--- src/rtl/sync_round_pkg.sv ---
package sync_round_pkg;

    typedef enum logic [1:0] {
        MODE_NONE,
        MODE_50HZ,
        MODE_SEC,
        MODE_MIN
    } sync_mode_e;

    typedef struct packed {
        logic [7:0] hund;
        logic [7:0] sec;
        logic [7:0] min;
    } bcd_time_t;

    // Increment a BCD value in the range 00..59; bit 8 is the wrap carry.
    function automatic logic [8:0] bcd_inc59(input logic [7:0] v);
        logic [8:0] r;
        if (v[3:0] == 4'd9) begin
            if (v[7:4] == 4'd5) r = {1'b1, 8'h00};
            else                r = {1'b0, v[7:4] + 4'd1, 4'd0};
        end else begin
            r = {1'b0, v[7:4], v[3:0] + 4'd1};
        end
        return r;
    endfunction

endpackage

--- src/rtl/sync_edge_detect.sv ---
module sync_edge_detect (
    input  logic clk,
    input  logic rst_n,
    input  logic sync_n,
    output logic sync_low,
    output logic sync_fall
);

    typedef struct packed {
        logic meta;
        logic stable;
        logic prev;
    } edge_state_t;

    edge_state_t st_d, st_q;

    always_comb begin
        st_d        = st_q;
        st_d.meta   = sync_n;
        st_d.stable = st_q.meta;
        st_d.prev   = st_q.stable;
    end

    always_ff @(posedge clk or negedge rst_n) begin
        if (!rst_n) st_q <= '1;
        else        st_q <= st_d;
    end

    assign sync_low  = ~st_q.stable;
    assign sync_fall = st_q.prev & ~st_q.stable;

endmodule

--- src/rtl/sync_qualifier.sv ---
module sync_qualifier #(
    parameter int QUAL_TICKS = 200
) (
    input  logic clk,
    input  logic rst_n,
    input  logic sync_fall,
    input  logic sync_low,
    input  logic ms_tick,
    output logic qual_fire
);

    localparam int CW = $clog2(QUAL_TICKS + 1);
    localparam logic [CW-1:0] LIMIT = CW'(QUAL_TICKS);

    typedef struct packed {
        logic          armed;
        logic [CW-1:0] cnt;
    } qual_state_t;

    qual_state_t st_d, st_q;
    logic        fire;

    always_comb begin
        st_d = st_q;
        fire = 1'b0;
        if (sync_fall) begin
            st_d.armed = 1'b1;
            st_d.cnt   = '0;
        end else if (!sync_low) begin
            st_d.armed = 1'b0;
        end else if (st_q.armed && ms_tick) begin
            if (st_q.cnt == LIMIT) begin
                fire       = 1'b1;
                st_d.armed = 1'b0;
            end else begin
                st_d.cnt = st_q.cnt + CW'(1);
            end
        end
    end

    always_ff @(posedge clk or negedge rst_n) begin
        if (!rst_n) st_q <= '0;
        else        st_q <= st_d;
    end

    assign qual_fire = fire;

endmodule

--- src/rtl/sync_round_calc.sv ---
module sync_round_calc
    import sync_round_pkg::*;
(
    input  sync_mode_e mode,
    input  bcd_time_t  snap,
    output bcd_time_t  result,
    output logic       hour_inc
);

    logic [8:0] sec_step;
    logic [8:0] min_step;

    always_comb begin
        result   = snap;
        hour_inc = 1'b0;
        sec_step = bcd_inc59(snap.sec);
        min_step = bcd_inc59(snap.min);
        unique case (mode)
            MODE_SEC: begin
                result.hund = 8'h00;
                if (snap.hund > 8'h50) begin
                    result.sec = sec_step[7:0];
                    if (sec_step[8]) begin
                        result.min = min_step[7:0];
                        hour_inc   = min_step[8];
                    end
                end
            end
            MODE_MIN: begin
                result.hund = 8'h00;
                result.sec  = 8'h00;
                if (snap.sec > 8'h30) begin
                    result.min = min_step[7:0];
                    hour_inc   = min_step[8];
                end
            end
            default: ;
        endcase
    end

endmodule

--- src/rtl/sync_round_unit.sv ---
module sync_round_unit
    import sync_round_pkg::*;
#(
    parameter int QUAL_TICKS = 200
) (
    input  logic       clk,
    input  logic       rst_n,
    input  logic [2:0] mode_bits,
    input  logic       sync_n,
    input  logic       ms_tick,
    input  logic [7:0] cur_hund,
    input  logic [7:0] cur_sec,
    input  logic [7:0] cur_min,
    output logic       mode_50hz,
    output logic       mode_sec,
    output logic       mode_min,
    output logic       corr_load,
    output logic [7:0] corr_hund,
    output logic [7:0] corr_sec,
    output logic [7:0] corr_min,
    output logic       hour_carry
);

    typedef struct packed {
        bcd_time_t snap;
        bcd_time_t outv;
        logic      load;
        logic      carry;
    } top_state_t;

    top_state_t st_d, st_q;
    sync_mode_e mode;
    logic       sync_low, sync_fall, qual_fire;
    bcd_time_t  calc_res;
    logic       calc_carry;

    always_comb begin
        mode = MODE_NONE;
        if ($countones(mode_bits) == 1) begin
            if (mode_bits[0])      mode = MODE_50HZ;
            else if (mode_bits[1]) mode = MODE_SEC;
            else                   mode = MODE_MIN;
        end
    end

    sync_edge_detect i_edge (
        .clk       (clk),
        .rst_n     (rst_n),
        .sync_n    (sync_n),
        .sync_low  (sync_low),
        .sync_fall (sync_fall)
    );

    sync_qualifier #(.QUAL_TICKS(QUAL_TICKS)) i_qual (
        .clk       (clk),
        .rst_n     (rst_n),
        .sync_fall (sync_fall),
        .sync_low  (sync_low),
        .ms_tick   (ms_tick),
        .qual_fire (qual_fire)
    );

    sync_round_calc i_calc (
        .mode     (mode),
        .snap     (st_q.snap),
        .result   (calc_res),
        .hour_inc (calc_carry)
    );

    always_comb begin
        st_d = st_q;
        if (sync_fall) begin
            st_d.snap.hund = cur_hund;
            st_d.snap.sec  = cur_sec;
            st_d.snap.min  = cur_min;
        end
        st_d.load  = qual_fire && (mode == MODE_SEC || mode == MODE_MIN);
        st_d.carry = st_d.load && calc_carry;
        if (st_d.load) st_d.outv = calc_res;
    end

    always_ff @(posedge clk or negedge rst_n) begin
        if (!rst_n) st_q <= '0;
        else        st_q <= st_d;
    end

    assign mode_50hz  = (mode == MODE_50HZ);
    assign mode_sec   = (mode == MODE_SEC);
    assign mode_min   = (mode == MODE_MIN);
    assign corr_load  = st_q.load;
    assign corr_hund  = st_q.outv.hund;
    assign corr_sec   = st_q.outv.sec;
    assign corr_min   = st_q.outv.min;
    assign hour_carry = st_q.carry;

endmodule

--- config.mk ---
export PLATFORM = sky130hd
export DESIGN_NAME = sync_round_unit
export DESIGN_NICKNAME = d
export VERILOG_FILES = /design/src/rtl/sync_round_pkg.sv /design/src/rtl/sync_edge_detect.sv /design/src/rtl/sync_qualifier.sv /design/src/rtl/sync_round_calc.sv /design/src/rtl/sync_round_unit.sv
export SDC_FILE = /design/constraint.sdc
export NUM_CORES = 1
export LEC_CHECK = 0
export BUFFER_PORTS_ARGS = -buffer_cell sky130_fd_sc_hd__buf_2
export CAP_MARGIN = 20
export CORE_ASPECT_RATIO = 0.75
export CORE_UTILIZATION = 40
export DETAILED_ROUTE_END_ITERATION = 7
export GPL_TIMING_DRIVEN = 0
export SLEW_MARGIN = 5
export SYNTH_ARGS = -nofsm -noshare
export SYNTH_HDL_FRONTEND = slang
export SYNTH_HIERARCHICAL = 1
export SYNTH_SLANG_ARGS = --single-unit
--- constraint.sdc ---
create_clock -name clk -period 2.7 [get_ports clk]
set_input_delay 0.27 -clock clk [delete_from_list [all_inputs] [get_ports clk]]
set_output_delay 0.27 -clock clk [all_outputs]
set_load 0.05 [all_outputs]
==> flow_summary.ini, run 1 <==
[cells_and_area]
final_nets = 414
regArea_um2 = 1560
n_antenna_cell = 0
utilization_pct = 50.7
multi_input_comb_area_um2 = 1650
syn_to_final_growth_pct = 23.3
final_layout_size_suffix_gt1_share_pct = 49.3
fillCellCount = 786

[timing]
fmax_mhz = 392
fin_crit_sh_pct = 94.4
slew_headroom_pct = 47.4
hold_viol = 0
finalMaxSlewViolations = 0
skew_ns = 0.00541
finalSetupViolations = 0
worstMarginPinSlew_ns = 0.789
rsz0062_at_grt = no
period_minus_slack_ns = 2.55

[detailed_routing]
wirelength_um = 6960
drcViolationCount = 0
vias = 2460
drtIter0Drc = 99
vias_per_cell = 5.03
postRouteAntennaNets = 0
drtPass1Iterations = 4
wl_per_cell_um = 14.2

[power]
max-vdd-ir-drop_mv = 0.344
total_power_w = 0.00246
power.density_nw_per_um2 = 575
cellLeakagePower_nw = 2.07

[global_route]
grt_use_met2_pct = 23.8
grt_pass1_vias = 2226
overflow = 0
grtUsageMet1_pct = 23.2
grt_max_degree = 63
grt_pass1_wl_um = 11000
busiest_layer = met2
use_met3_pct = 4.55
antenna_found_initial = 0
grt_usage_pct = 16.4

[floorplan]
die_area_um2 = 9070
core_area_um2 = 8450
row_count = 29
start_util_pct = 41.1
io_pins = 60
chipHeight_um = 82.7
die_x_um = 110

[yosys]
netlist_instances = 301
ys_top_cells_by_count = dfrtp_1 (59), mux2_2 (35), buf_4 (25)
synth_nets = 339
yosysTopAreaCellShare_pct = 42.5
ys.flop_type = dfrtp_1
synth_warnings = 6
avgSynthCellArea_um2 = 11.6
synth_edf_count = 0
synth-seq-cells = 62
yosysTopAreaCell = dfrtp_1
post-synth-top-count-cell = dfrtp_1
yosysUniqueCellTypes = 52
ys_seq_area_share_pct = 44.7
yosys-top-cells-area = dfrtp_1 (42%), mux2_2 (11%), mux2_4 (7.8%)
async_reset_ff_share_pct = 100
synth_area_um2 = 3480

[worst_setup_path]
critPathRequiredTime_ns = 2.96
path_delay_family = simple AND/OR/NAND/NOR gates
crit_path_start_kind = input port
worst-setup-path-type = input port to flop
cp_slowest_cell = fa_2
critPathMaxFanout = 8
end_kind = flop
cp_cell_sequence = buf_2 > inv_1 > fa_2 > nor3b_4 > inv_2 > o41ai_2 > a21oi_2 > buf_6 > or4_1 > nand2_1 > mux2_2
critPathBufInv = 4
cp_data_arrival_time_ns = 2.81
reg2reg_slack_ns = 0.29
cpPeakStageDelay_ns = 0.50

[placed_design]
gp_congestion = 0.791
io_buffers = 59
dp_hpwl_um = 4870

[clock_network]
path_clk_slew_ns = 0.05
cts_tree = done
cts_num_sinks = 62
clk_latency_ns = 0.32
clock_tree.root_cell = clkbuf_16
htree_levels = 3
postCtsHoldBufs = 0
cts_buffers = 9
max-clock-path-buffers = 2

[outcome]
status = complete, no violations

[job]
cap_viol_max_count = 0

[min_path]
hold_path.class = input port to async pin
## cell usage in the layout, fill, tap and decap left out, types with 3 or more instances in the layout
cell / n
nor2b_1: 14
buf_6: 5
buf_2: 61
nand2b_1: 4
o21ai_0: 14
or4_1: 3
mux2_4: 19
ha_1: 6
clkbuf_16: 9
clkinv_2: 3
nor3_1: 5
nand3_1: 5
a21oi_1: 6
mux2_2: 34
dfstp_2: 3
buf_4: 30
nand2_1: 13
dfrtp_1: 59
inv_1: 9
clkbuf_1: 5
o31ai_1: 7
nor2_1: 14
## worst paths after layout
check	start	end	depth (start not counted)
setup reg to reg	i_edge/st_q[0]$_DFF_PN1_	corr_sec[2]$_DFFE_PN0P_	7
setup / recovery	mode_bits[1]	corr_min[7]$_DFFE_PN0P_	11
hold / removal	rst_n	corr_min[0]$_DFFE_PN0P_	1
hold reg to reg	i_edge/st_d[1]$_DFF_PN1_	i_edge/st_d[0]$_DFF_PN1_	0
min in group clk	sync_n	i_edge/st_d[1]$_DFF_PN1_	1
max in group asynchronous	rst_n	st_q[36]$_DFFE_PN0P_	1
## timing repair
item / CTS / global route
gates cloned: 0 / 1
pin swaps: 3 / 3
resized for setup: 9 / 9
setup buffers: 0 / 4
endpoints found under the setup margin: 5 / 7
## per-stage QoR
stage | hold WS [ns] | instance area (µm²) | instances | setup TNS (ns) | worst slack [ns]
after floorplan | -0.0256 | 3480 | 301 | 0 | 0.00674
after global placement | 0.346 | 3910 | 468 | -2.88 | -0.423
after detailed placement | 0.351 | 3920 | 468 | -3.05 | -0.459
after CTS | 0.0336 | 4240 | 484 | 0 | 0.00323
after global routing | 0.0345 | 4290 | 489 | 0 | 0.0196
final | 0.0305 | 4290 | 489 | 0 | 0.152
## per-layer routing
metal / share of wire (%) / vias up
met5: 0 / -
met4: 1.3 / 0
met3: 4.5 / 9
met2: 44 / 61
met1: 51 / 1186
li1: - / 1204
## flip-flops by register name, indices dropped and copies added (netlist names)
signal,count
corr_load,1
corr_sec,8
st_q,24
corr_min,8
i_edge/st_d,2
corr_hund,8
i_qual/st_q,9
hour_carry,1
i_edge/st_q,1
## final cells by class
type	instances	share of cell area, %
Buffer	37	7.06
Clock buffer	12	5.75
Clock inverter	4	0.525
Inverter	11	0.963
Multi-Input combinational cell	191	38.5
Sequential cell	62	36.3
Tap cell	108	3.15
Timing Repair Buffer	64	7.82
## cell families (layout without fill, tap and decap cells)
family / count (synthesis) / in the layout / synth area share [%]
adder cells (fa/ha/maj): 7 / 7 / 2.73
AND/OR/NAND/NOR: 85 / 85 / 15.1
buffers and inverters: 48 / 128 / 9.61
AO/OA/AOI/OAI: 45 / 45 / 8.46
multiplexers: 54 / 54 / 19.4
flip-flops: 62 / 62 / 44.7
## report_power, final
group          internal, W  switching, W
Sequential        0.000993     0.0000758
Clock             0.000640      0.000387
Combinational     0.000183      0.000184
(Power assumes the default switching activity.)
==> run 2, diff against run 1 <==
- CORE_MARGIN: not set -> 2
- RECOVER_POWER: not set -> 50
==> run 2 against run 1 <==
The run now ends with capacitance limit, slew limit left. Non-clock buffer count decreased by 5. Sequential power about the same. Sequential share of layout area increased by 0.23 points. Combinational power decreased by 3%. Critical endpoint unchanged. Largest cell class unchanged.
==> flow_summary.ini, run 2 (same netlist as run 1, synthesis figures left out) <==
[worst_setup_path]
worst-setup-path-type = input port to flop
critPathRequiredTime_ns = 2.97
cpPeakStageDelay_ns = 0.59
cp_data_arrival_time_ns = 2.85
end_kind = flop
cp_slowest_cell = fa_2
cp_cell_sequence = clkbuf_4 > inv_2 > fa_2 > nand2b_4 > a21oi_2 > buf_6 > nand2b_1 > buf_4 > nor4_4 > a21oi_2 > buf_4 > or4_1 > nand2_1 > mux2_2
crit_path_start_kind = input port
reg2reg_slack_ns = 0.30
critPathBufInv = 5
path_delay_family = simple AND/OR/NAND/NOR gates
critPathMaxFanout = 10

[global_route]
overflow = 0
grt_pass1_wl_um = 11900
grt_pass1_vias = 2412
antenna_found_initial = 0
grt_max_degree = 63
grt_usage_pct = 16.1

[cells_and_area]
layout_commonest_cell = dfrtp_1
top_regs = st_q: 24 flops, i_qual/st_q: 9 flops
mostFrequentLayoutCells = dfrtp_1 (59), buf_2 (49), mux2_2 (35), buf_4 (26), mux2_4 (18)
syn_to_final_growth_pct = 22.5
final_nets = 409
final_layout_size_suffix_gt1_share_pct = 45.9
n_antenna_cell = 0
max_flop_register = st_q
fillCellCount = 764
regArea_um2 = 1560
multi_input_comb_area_um2 = 1640
largest_reg_flops = 24

[detailed_routing]
vias_per_cell = 5.07
drtIter0Drc = 109
drcViolationCount = 0
postRouteAntennaNets = 0
drtPass1Iterations = 4
vias = 2449
wl_per_cell_um = 14.6
wirelength_um = 7040

[outcome]
violations = capacitance limit, slew limit
status = complete, but fails checks

[floorplan]
die_area_um2 = 9460
start_util_pct = 41.1
chipHeight_um = 84.7
row_count = 29
die_x_um = 112
core_area_um2 = 8450
io_pins = 60

[timing]
hold_viol = 0
period_minus_slack_ns = 2.58
finalMaxSlewViolations = 63
rsz0062_at_grt = no
fin_crit_sh_pct = 95.6
worstMarginPinSlew_ns = 1.56
skew_ns = 0.00651
tns_ns = 0
slew_headroom_pct = -3.80
setup_slack_ns = 0.119
fmax_mhz = 387
finalSetupViolations = 0

[placed_design]
io_buffers = 59
gp_congestion = 0.801
dp_hpwl_um = 4900
post-place-ws_ns = -0.455

[min_path]
hold_path.class = input port to flop

[clock_network]
cts_num_sinks = 62
cts_tree = done
clock_tree.root_cell = clkbuf_16
path_clk_slew_ns = 0.05
max-clock-path-buffers = 2
htree_levels = 3
cts_buffers = 9
clk_latency_ns = 0.32
postCtsHoldBufs = 0

[power]
max-vdd-ir-drop_mv = 0.354
cellLeakagePower_nw = 2.00
power.density_nw_per_um2 = 611

[job]
cap_viol_max_count = 1
## run 2: changes by cell type in the layout (fill, tap and decap cells not counted), moves of 2 or more
cell and delta:
buf_2 -12, clkbuf_1 +9, buf_4 -4, buf_6 -2, clkbuf_8 +2, clkinv_2 -2
## run 2: final timing paths
kind,start,to,depth (start not counted)
setup / recovery,mode_bits[0],corr_min[7]$_DFFE_PN0P_,14
hold / removal,sync_n,i_edge/st_d[1]$_DFF_PN1_,1
setup reg to reg,i_edge/st_q[0]$_DFF_PN1_,corr_sec[2]$_DFFE_PN0P_,7
hold reg to reg,i_edge/st_d[1]$_DFF_PN1_,i_edge/st_d[0]$_DFF_PN1_,0
max in group asynchronous,rst_n,i_qual/st_q[4]$_DFFE_PN0P_,1
min in group asynchronous,rst_n,corr_sec[3]$_DFFE_PN0P_,1
## run 2: stage by stage
stage	cell area, µm²	util [%]	power [W]	hold WS, ns	instances
after global routing	4260	50.4	0.00273	0.0381	483
after floorplan	3480	-	0.00131	-0.0256	301
after detailed placement	3920	46.3	0.00143	0.347	468
after CTS	4260	50.4	0.00263	0.0312	483
final	4260	50.4	0.00260	0.0445	483
after global placement	3910	46.3	0.00141	0.346	468
## run 2: layout make-up
class	instances	area share, %
inverters	11	0.969
clock inverters	3	0.999
multi-input cells	191	38.5
clock buffers	12	6.26
well taps	108	3.17
flip-flops and latches	62	36.5
repair buffers	59	6.67
plain buffers	37	6.93
## run 2: power by group
group | total (W) | internal, W | switching [W]
sequential | 0.00107 | 0.000993 | 0.0000785
combinational | 0.000356 | 0.000174 | 0.000182
clock | 0.00118 | 0.000782 | 0.000395
## run 2: what timing repair did
| action | CTS | global route |
|---|---|---|
| gates resized for setup | 7 | 8 |
| buffers inserted | 0 | 0 |
| setup endpoints to repair | 7 | 7 |
| pin swaps | 2 | 4 |
## run 2: worst reg2reg max path, delay by kind of cell, from the launching register on
family                 cells  cell delay, ns
and+or+nand+nor            3            0.73
buffers and inverters      3            0.75
DFF                        1            0.50
muxes                      1            0.30
## run 2: per-layer routing
layer  wire, µm  track usage [%]  vias up
met3        427             4.69        7
met1       3510             22.9     1180
met4         75             5.39        0
met5          0                0        -
li1           -                -     1193
met2       3030             23.7       69
